$ cat config.mk
export PLATFORM = sky130hd
export DESIGN_NAME = bsd_dest_ctl
export DESIGN_NICKNAME = d
export VERILOG_FILES = /design/src/rtl/bsd_pkg.sv /design/src/rtl/bsd_decode.sv /design/src/rtl/bsd_ram_shift.sv /design/src/rtl/bsd_q_shift.sv /design/src/rtl/bsd_y_mux.sv /design/src/rtl/bsd_dest_ctl.sv
export SDC_FILE = /design/constraint.sdc
export NUM_CORES = 1
export LEC_CHECK = 0
export ABC_AREA = 0
export BUFFER_PORTS_ARGS = -buffer_cell sky130_fd_sc_hd__buf_2
export CORE_AREA = 2 2 39 41
export DETAILED_ROUTE_END_ITERATION = 6
export DIE_AREA = 0 0 41 43
export GPL_TIMING_DRIVEN = 0
export PLACE_DENSITY = 0.72
export SLEW_MARGIN = 20
export SYNTH_ARGS = -nofsm -noshare
export SYNTH_HDL_FRONTEND = slang
export SYNTH_SLANG_ARGS = --single-unit
$ cat constraint.sdc
create_clock -name clk -period 1.1 [get_ports clk]
set_input_delay 0.055 -clock clk [delete_from_list [all_inputs] [get_ports clk]]
set_output_delay 0.055 -clock clk [all_outputs]
set_load 0.05 [all_outputs]
$ cat src/rtl/bsd_pkg.sv
package bsd_pkg;

  typedef enum logic [1:0] {
    RM_NONE  = 2'd0,
    RM_WRITE = 2'd1,
    RM_DOWN  = 2'd2,
    RM_UP    = 2'd3
  } ram_mode_e;

  typedef enum logic [1:0] {
    QM_HOLD = 2'd0,
    QM_LOAD = 2'd1,
    QM_DOWN = 2'd2,
    QM_UP   = 2'd3
  } q_mode_e;

  typedef struct packed {
    ram_mode_e ram_mode;
    q_mode_e   q_mode;
    logic      y_from_a;
  } dest_ctl_t;

  // Destination code to control bundle; the code values are architectural.
  function automatic dest_ctl_t decode_dest(input logic [2:0] code);
    dest_ctl_t c;
    c.ram_mode = RM_NONE;
    c.q_mode   = QM_HOLD;
    c.y_from_a = 1'b0;
    case (code)
      3'd0: c.q_mode = QM_LOAD;
      3'd1: c.q_mode = QM_HOLD;
      3'd2: begin
        c.ram_mode = RM_WRITE;
        c.y_from_a = 1'b1;
      end
      3'd3: c.ram_mode = RM_WRITE;
      3'd4: begin
        c.ram_mode = RM_DOWN;
        c.q_mode   = QM_DOWN;
      end
      3'd5: c.ram_mode = RM_DOWN;
      3'd6: begin
        c.ram_mode = RM_UP;
        c.q_mode   = QM_UP;
      end
      default: c.ram_mode = RM_UP;
    endcase
    return c;
  endfunction

endpackage

$ cat src/rtl/bsd_decode.sv
module bsd_decode
  import bsd_pkg::*;
(
  input  logic [2:0] code_i,
  output dest_ctl_t  ctl_o
);

  always_comb begin
    ctl_o = decode_dest(code_i);
  end

endmodule

$ cat src/rtl/bsd_ram_shift.sv
module bsd_ram_shift
  import bsd_pkg::*;
#(
  parameter int W = 4
) (
  input  ram_mode_e      mode_i,
  input  logic [W-1:0]   f_i,
  input  logic           lsb_in,
  input  logic           msb_in,
  output logic [W-1:0]   wdata_o,
  output logic           we_o,
  output logic           lsb_out,
  output logic           lsb_oe,
  output logic           msb_out,
  output logic           msb_oe
);

  localparam int MSB = W - 1;

  function automatic logic [W-1:0] halve(input logic [W-1:0] v, input logic fill);
    return {fill, v[MSB:1]};
  endfunction

  function automatic logic [W-1:0] twice(input logic [W-1:0] v, input logic fill);
    return {v[MSB-1:0], fill};
  endfunction

  logic going_down;
  logic going_up;

  assign going_down = (mode_i == RM_DOWN);
  assign going_up   = (mode_i == RM_UP);

  always_comb begin
    we_o = (mode_i != RM_NONE);
    if (going_down)    wdata_o = halve(f_i, msb_in);
    else if (going_up) wdata_o = twice(f_i, lsb_in);
    else               wdata_o = f_i;
  end

  assign lsb_oe  = going_down;
  assign lsb_out = going_down & f_i[0];
  assign msb_oe  = going_up;
  assign msb_out = going_up & f_i[MSB];

endmodule

$ cat src/rtl/bsd_q_shift.sv
module bsd_q_shift
  import bsd_pkg::*;
#(
  parameter int W = 4
) (
  input  logic           clk,
  input  logic           rst_n,
  input  q_mode_e        mode_i,
  input  logic [W-1:0]   f_i,
  input  logic           lsb_in,
  input  logic           msb_in,
  output logic [W-1:0]   q_o,
  output logic           lsb_out,
  output logic           lsb_oe,
  output logic           msb_out,
  output logic           msb_oe
);

  localparam int MSB = W - 1;

  logic [W-1:0] q_r;
  logic [W-1:0] q_next;

  always_comb begin
    case (mode_i)
      QM_LOAD: q_next = f_i;
      QM_DOWN: q_next = {msb_in, q_r[MSB:1]};
      QM_UP:   q_next = {q_r[MSB-1:0], lsb_in};
      default: q_next = q_r;
    endcase
  end

  always_ff @(posedge clk) begin
    if (!rst_n) q_r <= '0;
    else        q_r <= q_next;
  end

  assign q_o     = q_r;
  assign lsb_oe  = (mode_i == QM_DOWN);
  assign lsb_out = lsb_oe & q_r[0];
  assign msb_oe  = (mode_i == QM_UP);
  assign msb_out = msb_oe & q_r[MSB];

endmodule

$ cat src/rtl/bsd_y_mux.sv
module bsd_y_mux #(
  parameter int W = 4
) (
  input  logic         from_a_i,
  input  logic [W-1:0] f_i,
  input  logic [W-1:0] a_i,
  output logic [W-1:0] y_o
);

  assign y_o = from_a_i ? a_i : f_i;

endmodule

$ cat src/rtl/bsd_dest_ctl.sv
module bsd_dest_ctl
  import bsd_pkg::*;
#(
  parameter int W = 4
) (
  input  logic         clk,
  input  logic         rst_n,
  input  logic [2:0]   dest_i,
  input  logic [W-1:0] f_i,
  input  logic [W-1:0] a_i,
  input  logic         ram_lsb_in,
  input  logic         ram_msb_in,
  input  logic         q_lsb_in,
  input  logic         q_msb_in,
  output logic         ram_lsb_out,
  output logic         ram_lsb_oe,
  output logic         ram_msb_out,
  output logic         ram_msb_oe,
  output logic         q_lsb_out,
  output logic         q_lsb_oe,
  output logic         q_msb_out,
  output logic         q_msb_oe,
  output logic [W-1:0] y_o,
  output logic [W-1:0] ram_wdata_o,
  output logic         ram_we_o,
  output logic [W-1:0] q_o
);

  dest_ctl_t ctl;

  bsd_decode u_decode (
    .code_i (dest_i),
    .ctl_o  (ctl)
  );

  bsd_ram_shift #(.W(W)) u_ram_shift (
    .mode_i  (ctl.ram_mode),
    .f_i     (f_i),
    .lsb_in  (ram_lsb_in),
    .msb_in  (ram_msb_in),
    .wdata_o (ram_wdata_o),
    .we_o    (ram_we_o),
    .lsb_out (ram_lsb_out),
    .lsb_oe  (ram_lsb_oe),
    .msb_out (ram_msb_out),
    .msb_oe  (ram_msb_oe)
  );

  bsd_q_shift #(.W(W)) u_q_shift (
    .clk     (clk),
    .rst_n   (rst_n),
    .mode_i  (ctl.q_mode),
    .f_i     (f_i),
    .lsb_in  (q_lsb_in),
    .msb_in  (q_msb_in),
    .q_o     (q_o),
    .lsb_out (q_lsb_out),
    .lsb_oe  (q_lsb_oe),
    .msb_out (q_msb_out),
    .msb_oe  (q_msb_oe)
  );

  bsd_y_mux #(.W(W)) u_y_mux (
    .from_a_i (ctl.y_from_a),
    .f_i      (f_i),
    .a_i      (a_i),
    .y_o      (y_o)
  );

endmodule

==> results of run 1 <==
-- where the power goes --
part / internal, W / leakage (nW) / total [W] / switching, W
logic: 0.000148 / 0.335 / 0.000417 / 0.000269
clock network: 0.000122 / 0.0138 / 0.000181 / 0.0000589
registers: 0.000159 / 0.0350 / 0.000170 / 0.0000113
-- cell families after synthesis --
| group | share of synthesized area |
|---|---|
| AO/OA/AOI/OAI | 0.230 |
| multiplexers | 0.295 |
| buffers and inverters | 0.0767 |
| flip-flops | 0.182 |
| AND/OR/NAND/NOR | 0.216 |
-- placed cells by master, fill, tap and decap left out --
cell type,n
buf_2,30
nor2_2,1
clkbuf_4,6
a21oi_1,4
clkinvlp_4,1
o22a_1,3
nand2_1,1
buf_12,1
a21oi_2,1
o221a_1,3
mux2_2,4
or3_1,1
and3_1,1
dfxtp_2,2
and2_2,1
o21ai_0,1
nor2b_1,1
nor3_4,1
buf_6,4
mux2i_1,4
nor2_1,5
nor3b_4,2
o2111a_1,1
inv_1,1
and2_4,2
or2_2,1
mux2_4,3
buf_4,1
dfxtp_4,2
-- how the worst max path moves through the flow --
stage                     slack [ns]  depth (start not counted)        endpoint
after detailed placement       -0.14                          4          y_o[0]
after global placement         -0.13                          4          y_o[3]
after floorplan                -0.12                          3  ram_wdata_o[0]
after CTS                     0.0009                          5  ram_wdata_o[1]
final                           0.01                          4          y_o[1]
after global routing           -0.04                          4          y_o[3]
-- per-layer routing --
layer | vias to the layer above | wire length (um) | part of all wire
met3 | 0 | 145 | 0.12
li1 | 267 | - | -
met4 | 0 | 0 | 0
met5 | - | 0 | 0
met2 | 38 | 516 | 0.43
met1 | 229 | 546 | 0.45
-- through the flow --
stage	std cells	TNS [ns]
2_1_floorplan	51	-0.678
3_3_place_gp	102	-0.523
3_5_place_dp	102	-0.563
4_1_cts	105	0
5_1_grt	105	-0.187
6_report	105	0
-- layout make-up --
type / instances / area (sq um)
clock buffers: 3 / 22.5
fillers: 127 / 627
repair buffers: 35 / 205
well taps: 16 / 20.0
multi-input cells: 41 / 368
inverters: 2 / 11.3
flip-flops and latches: 4 / 90.1
plain buffers: 4 / 40.0
-- synth_stat cells --
cell type  number
a21oi_1         5
and2_1          3
and3_1          1
buf_2           3
buf_6           1
dfxtp_1         4
inv_1           2
mux2_2          4
mux2_4          3
mux2i_1         4
nand2_1         1
nor2_1          6
nor2b_1         1
nor3_1          1
nor3b_1         1
nor3b_2         1
o2111a_1        1
o21ai_0         1
o221a_1         3
o22a_1          3
or2_2           1
or3_1           1
-- repair_timing --
action / CTS / global route
hold buffers: 0 / 0
pin swaps: 1 / 1
resized for setup: 10 / 3
endpoints found under the setup margin: 4 / 11
-- worst reg2reg max path: stages (launching register included) --
cell and delay [ns]:
dfxtp_4 0.34, mux2_4 0.25, o22a_1 0.16, o221a_1 0.21
==> results.sh, run 1 <==
export IMPL_gp_congestion=0.768
export IMPL_place_worst_setup_slack_ns=-0.142
export IMPL_finalInstanceArea_sq_um=757
export IMPL_rows=14
export IMPL_yosysUniqueCellTypes=22
export IMPL_crit_slowest_cell="mux2_2"
export IMPL_clk_pin_slew_ns=0.04
export IMPL_hold_path_class="in -> reg"
export IMPL_antenna_found_initial=0
export IMPL_rr_worst_depth=3
export IMPL_vdd_drop_max_mv=0.536
export IMPL_cp_slowest_stage_delay_ns=0.38
export IMPL_syn_nets=68
export IMPL_fin_ws_ns=0.0125
export IMPL_drc=0
export IMPL_ys_seq_area_frac=0.182
export IMPL_maxSlewHeadroom=0.809
export IMPL_cts_root_buf="clkbuf_4"
export IMPL_cp_max_fo=9
export IMPL_path_cells="buf_4, nor3b_4, mux2_2, buf_6"
export IMPL_die_w_um=41
export IMPL_skew_ns=0.00341
export IMPL_via_per_inst=5.09
export IMPL_setup_violations=0
export IMPL_cp_top_family="multiplexers"
export IMPL_r2r_slack_ns=0.02
export IMPL_numClockSinks=4
export IMPL_cts_tree="done"
export IMPL_detail_route_antenna_nets=0
export IMPL_grt_ovfl_total=0
export IMPL_grt_max_degree=11
export IMPL_grt_use_met1=0.237
export IMPL_grt_pass1_vias=484
export IMPL_portBuffers=35
export IMPL_synth_seq_cells=4
export IMPL_synth_top_cell_area_share=0.182
export IMPL_critPathRequiredTime_ns=1.04
export IMPL_grt_pass1_wl_um=2080
export IMPL_wl_per_cell_um=11.5
export IMPL_yosys_warnings=0
export IMPL_arrival_ns=1.03
export IMPL_gr_usage_met2=0.244
export IMPL_path_buf_inv=2
export IMPL_clockBufferDepth=2
export IMPL_place_hpwl_um=932
export IMPL_grt_usage=0.168
export IMPL_tightestPinTransition_ns=0.287
export IMPL_drv_cap=0
export IMPL_die_h_um=43
export IMPL_hold_slack_ns=0.0864
export IMPL_area_growth_pct=71.9
export IMPL_cp_startpoint="dest_i[0]"
export IMPL_status="complete, no violations"
export IMPL_powerDensity_mw_per_mm2=1010
export IMPL_slew_violations=0
export IMPL_via_count=534
export IMPL_n_antenna_cell=0
export IMPL_die_area_sq_mm=0.00176
export IMPL_synthCells=51
export IMPL_whs_path_depth=2
export IMPL_postPlaceCellArea_sq_um=693
export IMPL_min_period_ns=1.09
export IMPL_coreArea_sq_mm=0.00138
export IMPL_hold_start="rst_n"
export IMPL_fmax_mhz=920
export IMPL_drt_iter0_markers=3
export IMPL_groute_layer_met3_usage=0.0628
export IMPL_final_util=0.547
export IMPL_whs_endpoint="u_q_shift.q_o[3]"
export IMPL_io_pins=38
export IMPL_critPathKind="in -> out"
export IMPL_start_kind="input port"
export IMPL_drive_above_1_share=0.708
export IMPL_yosys_area_top_type="dfxtp_1"
export IMPL_cts_setup_buffers=0
export IMPL_cts_inserted_buffers=3
export IMPL_p_leak_nw=0.383
export IMPL_timing_rr_end="u_q_shift.q_o[2]"
export IMPL_routed_wl_um=1210
export IMPL_yosys_top_cells_area="dfxtp_1 18%, mux2_2 10%, mux2_4 10%"
export IMPL_gr_max_usage_layer="met2"
export IMPL_reg2reg_from="u_q_shift.q_o[3]"
export IMPL_hold_viol_final=0
export IMPL_syn_area_sq_um=440
export IMPL_htree_levels=1
export IMPL_nNetsFinal=108
export IMPL_largest_reg_flops=4
export IMPL_critPathCaptureType="primary output"
export IMPL_clk_latency_ns=0.23
export IMPL_finalCritPeriodShare=0.989
export IMPL_postSynthAreaPerCell_sq_um=8.64
export IMPL_initial_core_util=0.318
export IMPL_grt_setup_unrepaired="true"
export IMPL_dr_pass1_iters=4
export IMPL_power_total_w=0.000768
Power figures use the tool's default switching activity.
==> inputs of run 2 (changes only) <==
Settings changed: RECOVER_POWER from default to 50.
==> run 2 against run 1 <==
Against the previous run:
- clock power hardly changed
- sequential power about the same
- non-clock buffer count stayed put
- via count is 0.37% higher
- critical path type unchanged
==> results.sh, run 2 (same netlist as run 1, synthesis figures left out) <==
export IMPL_grt_usage=0.168
export IMPL_critPathCapture="y_o[1]"
export IMPL_die_area_sq_mm=0.00176
export IMPL_nNetsFinal=108
export IMPL_critPathKind="in -> out"
export IMPL_antenna_found_initial=0
export IMPL_cp_slowest_stage_delay_ns=0.38
export IMPL_drv_cap=0
export IMPL_cts_inserted_buffers=3
export IMPL_coreArea_sq_mm=0.00138
export IMPL_cp_num_cells=4
export IMPL_crit_slowest_cell="mux2_2"
export IMPL_setup_violations=0
export IMPL_tns_ns=0
export IMPL_start_kind="input port"
export IMPL_die_h_um=43
export IMPL_portBuffers=35
export IMPL_critPathCaptureType="primary output"
export IMPL_timing_rr_end="u_q_shift.q_o[2]"
export IMPL_initial_core_util=0.318
export IMPL_die_w_um=41
export IMPL_detail_route_antenna_nets=0
export IMPL_grt_setup_unrepaired="true"
export IMPL_area_growth_pct=71.3
export IMPL_cts_tree="done"
export IMPL_routed_wl_um=1210
export IMPL_r2r_slack_ns=0.02
export IMPL_dr_pass1_iters=4
export IMPL_largest_reg_flops=4
export IMPL_path_cells="buf_4, nor3b_4, mux2_2, buf_6"
export IMPL_path_buf_inv=2
export IMPL_reg2reg_from="u_q_shift.q_o[3]"
export IMPL_cp_top_family="multiplexers"
export IMPL_skew_ns=0.00342
export IMPL_regArea_sq_um=88.8
export IMPL_cts_setup_buffers=0
export IMPL_critPathRequiredTime_ns=1.04
export IMPL_io_pins=38
export IMPL_cp_max_fo=9
export IMPL_via_count=536
export IMPL_cp_startpoint="dest_i[0]"
export IMPL_mostFrequentLayoutCell="buf_2"
export IMPL_nFillCells=126
export IMPL_finalCritPeriodShare=0.989
export IMPL_grt_pass1_vias=484
export IMPL_via_per_inst=5.10
export IMPL_hold_path_class="in -> reg"
export IMPL_final_cell_mix="23 x buf_2, 6 x clkbuf_4, 6 x clkbuf_2, 5 x nor2_1"
export IMPL_p_leak_nw=0.377
export IMPL_vdd_drop_max_mv=0.535
export IMPL_maxSlewHeadroom=0.607
export IMPL_hold_viol_final=0
export IMPL_grt_max_degree=11
export IMPL_rows=14
export IMPL_tightestPinTransition_ns=0.592
export IMPL_status="complete, no violations"
export IMPL_fmax_mhz=919
export IMPL_slew_violations=0
export IMPL_power_total_w=0.000766
export IMPL_min_period_ns=1.09
export IMPL_numClockSinks=4
export IMPL_gp_congestion=0.768
export IMPL_rr_worst_depth=3
export IMPL_cts_root_buf="clkbuf_4"
export IMPL_drive_above_1_share=0.685
export IMPL_clockBufferDepth=2
export IMPL_arrival_ns=1.03
export IMPL_wl_per_cell_um=11.5
export IMPL_multi_input_area_sq_um=368
export IMPL_powerDensity_mw_per_mm2=1020
export IMPL_clk_latency_ns=0.23
export IMPL_clk_pin_slew_ns=0.04
export IMPL_whs_path_depth=2
export IMPL_grt_ovfl_total=0
export IMPL_htree_levels=1
export IMPL_n_antenna_cell=0
export IMPL_drt_iter0_markers=2
export IMPL_drc=0
export IMPL_place_hpwl_um=932
export IMPL_grt_pass1_wl_um=2080
## run 2: changes by cell type in the layout (fill, tap and decap cells not counted), sizes merged
cell / previous run / this run
clkbuf: 6 / 13
buf: 36 / 29
## run 2: worst reg2reg max path, delay by kind of cell (launching register included)
family | cells | cell delay (ns)
AO/OA/AOI/OAI | 2 | 0.37
flip-flops | 1 | 0.34
multiplexers | 1 | 0.25
## run 2: where the power goes
group          leakage (nW)  total, W  internal (W)  switching (W)
clock network        0.0138  0.000180      0.000122      0.0000583
logic                 0.328  0.000416      0.000147       0.000269
registers            0.0347  0.000170      0.000158      0.0000117
total                 0.377  0.000766      0.000427       0.000339
## run 2: stage by stage
| stage | hold slack, ns | setup WS [ns] | utilization | instances | instance area [sq um] |
|---|---|---|---|---|---|
| 2_1_floorplan | 0.184 | -0.118 | - | 51 | 498 |
| 3_3_place_gp | 0.334 | -0.131 | 0.501 | 102 | 693 |
| 3_5_place_dp | 0.328 | -0.142 | 0.501 | 102 | 693 |
| 4_1_cts | 0.0767 | 0.000868 | 0.542 | 105 | 749 |
| 5_1_grt | 0.0740 | -0.0363 | 0.545 | 105 | 754 |
| 6_report | 0.0868 | 0.0117 | 0.545 | 105 | 754 |
## run 2: repair_timing
item,4_1_cts,5_1_grt
endpoints found under the setup margin,4,11
pin swaps,1,1
gates resized for setup,10,3
hold buffers,0,0
## run 2: cell type report
type	count	area share
multi-input combinational	41	0.488
timing repair buffer	35	0.270
sequential	4	0.118
buffer	4	0.0531
clock buffer	3	0.0299
tap	16	0.0265
inverter	2	0.0149
## run 2: worst min path at each step
stage / startpoint / endpoint / slack [ns]
floorplan: rst_n / u_q_shift.q_o[1] / 0.18
global placement: rst_n / u_q_shift.q_o[0] / 0.33
CTS: rst_n / u_q_shift.q_o[3] / 0.08
global route: rst_n / u_q_shift.q_o[3] / 0.07
finish: rst_n / u_q_shift.q_o[3] / 0.09
detailed placement: rst_n / u_q_shift.q_o[3] / 0.33
## run 2: per-layer routing
layer | GRT usage | routed length [um]
met5 | 0 | 0
met4 | 0.0200 | 6
met3 | 0.0628 | 140
met2 | 0.244 | 507
met1 | 0.237 | 551
==> inputs of run 3 (changes only) <==
--- a/constraint.sdc
+++ b/constraint.sdc
@@ -3,2 +3,2 @@
 set_output_delay 0.055 -clock clk [all_outputs]
-set_load 0.05 [all_outputs]
+set_load 0.005 [all_outputs]
==> run 3 against run 2 <==
Against the previous run:
- sequential share of layout area is 0.70 points higher
- total power is 26% lower
- clock-buffer cell count stayed put
- highest routed layer unchanged
==> results.sh, run 3 (same netlist as run 1, synthesis figures left out) <==
export IMPL_setup_violations=0
export IMPL_grt_setup_unrepaired="true"
export IMPL_hold_path_class="in -> reg"
export IMPL_coreArea_sq_mm=0.00138
export IMPL_maxSlewHeadroom=0.791
export IMPL_dr_wl_met3_um=120
export IMPL_cp_slowest_stage_delay_ns=0.32
export IMPL_arrival_ns=1.20
export IMPL_vdd_drop_max_mv=0.241
export IMPL_wl_per_cell_um=11.6
export IMPL_status="complete, no violations"
export IMPL_mostFrequentLayoutCell="buf_2"
export IMPL_gp_congestion=0.661
export IMPL_finalCritPeriodShare=0.978
export IMPL_cp_max_fo=4
export IMPL_met1_length_um=517
export IMPL_grt_max_degree=11
export IMPL_dp_cells=102
export IMPL_htree_levels=1
export IMPL_nFillCells=139
export IMPL_die_w_um=41
export IMPL_grt_usage=0.167
export IMPL_whs_path_depth=2
export IMPL_die_area_sq_mm=0.00176
export IMPL_postCtsHoldBufs=0
export IMPL_regArea_sq_um=82.6
export IMPL_hold_viol_final=0
export IMPL_numClockSinks=4
export IMPL_critPathKind="reg -> reg"
export IMPL_via_count=510
export IMPL_start_kind="flop"
export IMPL_rr_worst_depth=3
export IMPL_drt_iter0_markers=4
export IMPL_io_pins=38
export IMPL_grt_ovfl_total=0
export IMPL_n_antenna_cell=0
export IMPL_initial_core_util=0.318
export IMPL_nNetsFinal=108
export IMPL_dr_pass1_iters=4
export IMPL_rows=14
export IMPL_cts_inserted_buffers=3
export IMPL_skew_ns=0.000573
export IMPL_multi_input_area_sq_um=333
export IMPL_critPathRequiredTime_ns=1.22
export IMPL_grt_pass1_wl_um=1970
export IMPL_grt_pass1_vias=472
export IMPL_path_buf_inv=0
export IMPL_cp_top_family="compound AO/OA/AOI/OAI gates"
export IMPL_cts_tree="done"
export IMPL_drv_cap=0
export IMPL_cts_root_buf="clkbuf_4"
export IMPL_min_period_ns=1.08
export IMPL_crit_slowest_cell="dfxtp_2"
export IMPL_critPathCaptureType="flop"
export IMPL_final_cell_mix="34 x buf_2, 6 x nor2_1, 5 x a21oi_1"
export IMPL_portBuffers=35
export IMPL_cp_num_cells=3
export IMPL_slew_violations=0
export IMPL_antenna_found_initial=0
export IMPL_routed_top_layer="met4"
export IMPL_routed_wl_um=1220
export IMPL_p_leak_nw=0.346
export IMPL_tightestPinTransition_ns=0.314
export IMPL_fmax_mhz=929
export IMPL_area_growth_pct=50.3
export IMPL_drive_above_1_share=0.551
export IMPL_via_per_inst=4.86
export IMPL_drc=0
export IMPL_route_met2_wl_um=545
export IMPL_powerDensity_mw_per_mm2=852
export IMPL_hold_slack_ns=0.0906
export IMPL_detail_route_antenna_nets=0
export IMPL_fin_cells=105
export IMPL_clk_latency_ns=0.24
export IMPL_clk_pin_slew_ns=0.04
export IMPL_path_cells="mux2_4, o22a_1, o221a_1"
export IMPL_largest_reg_flops=4
export IMPL_clockBufferDepth=2
export IMPL_die_h_um=43
run 3: final timing paths:
check / startpoint / endpoint / slack (ns)
hold reg to reg: u_q_shift.q_o[3] / u_q_shift.q_o[3] / 0.55
setup / recovery: u_q_shift.q_o[3] / u_q_shift.q_o[2] / 0.02
setup reg to reg: u_q_shift.q_o[3] / u_q_shift.q_o[2] / 0.02
hold / removal: rst_n / u_q_shift.q_o[3] / 0.09
run 3: cell type report:
type / count / area share
multi-input cells: 41 / 0.503
repair buffers: 35 / 0.257
flip-flops and latches: 4 / 0.125
plain buffers: 4 / 0.0397
clock buffers: 3 / 0.0340
well taps: 16 / 0.0302
inverters: 2 / 0.0113
run 3: metrics by stage:
stage,setup WS [ns],utilization,total power (W),setup TNS [ns],cell area (sq um)
3_3_place_gp,0.0158,0.459,0.000377,0,636
4_1_cts,0.00635,0.476,0.000569,0,659
6_report,0.0239,0.478,0.000564,0,662
5_1_grt,-0.00738,0.478,0.000607,-0.0144,662
3_5_place_dp,0.00381,0.459,0.000382,0,636
2_1_floorplan,0.0435,-,0.000289,0,440
run 3: where the power goes:
| part | total (W) | switching [W] | internal [W] |
|---|---|---|---|
| sequential | 0.000172 | 0.0000123 | 0.000159 |
| combinational | 0.000211 | 0.0000934 | 0.000117 |
| clock | 0.000182 | 0.0000597 | 0.000122 |
run 3: timing repair:
| action | 4_1_cts | 5_1_grt |
|---|---|---|
| pin swaps | 0 | 2 |
| setup buffers | 0 | 0 |
| endpoints found under the hold margin | 0 | 0 |
| setup endpoints to repair | 1 | 6 |
| resized for setup | 1 | 2 |
run 3: metal layers:
metal	track usage	vias to the layer above
met5	0	-
met4	0.140	0
met3	0.0314	4
met2	0.247	32
met1	0.194	210
li1	-	264
run 3: worst register-to-register path: stages, from the launching register on:
cell and delay (ns):
dfxtp_2 0.32, mux2_4 0.25, o22a_1 0.18, o221a_1 0.21
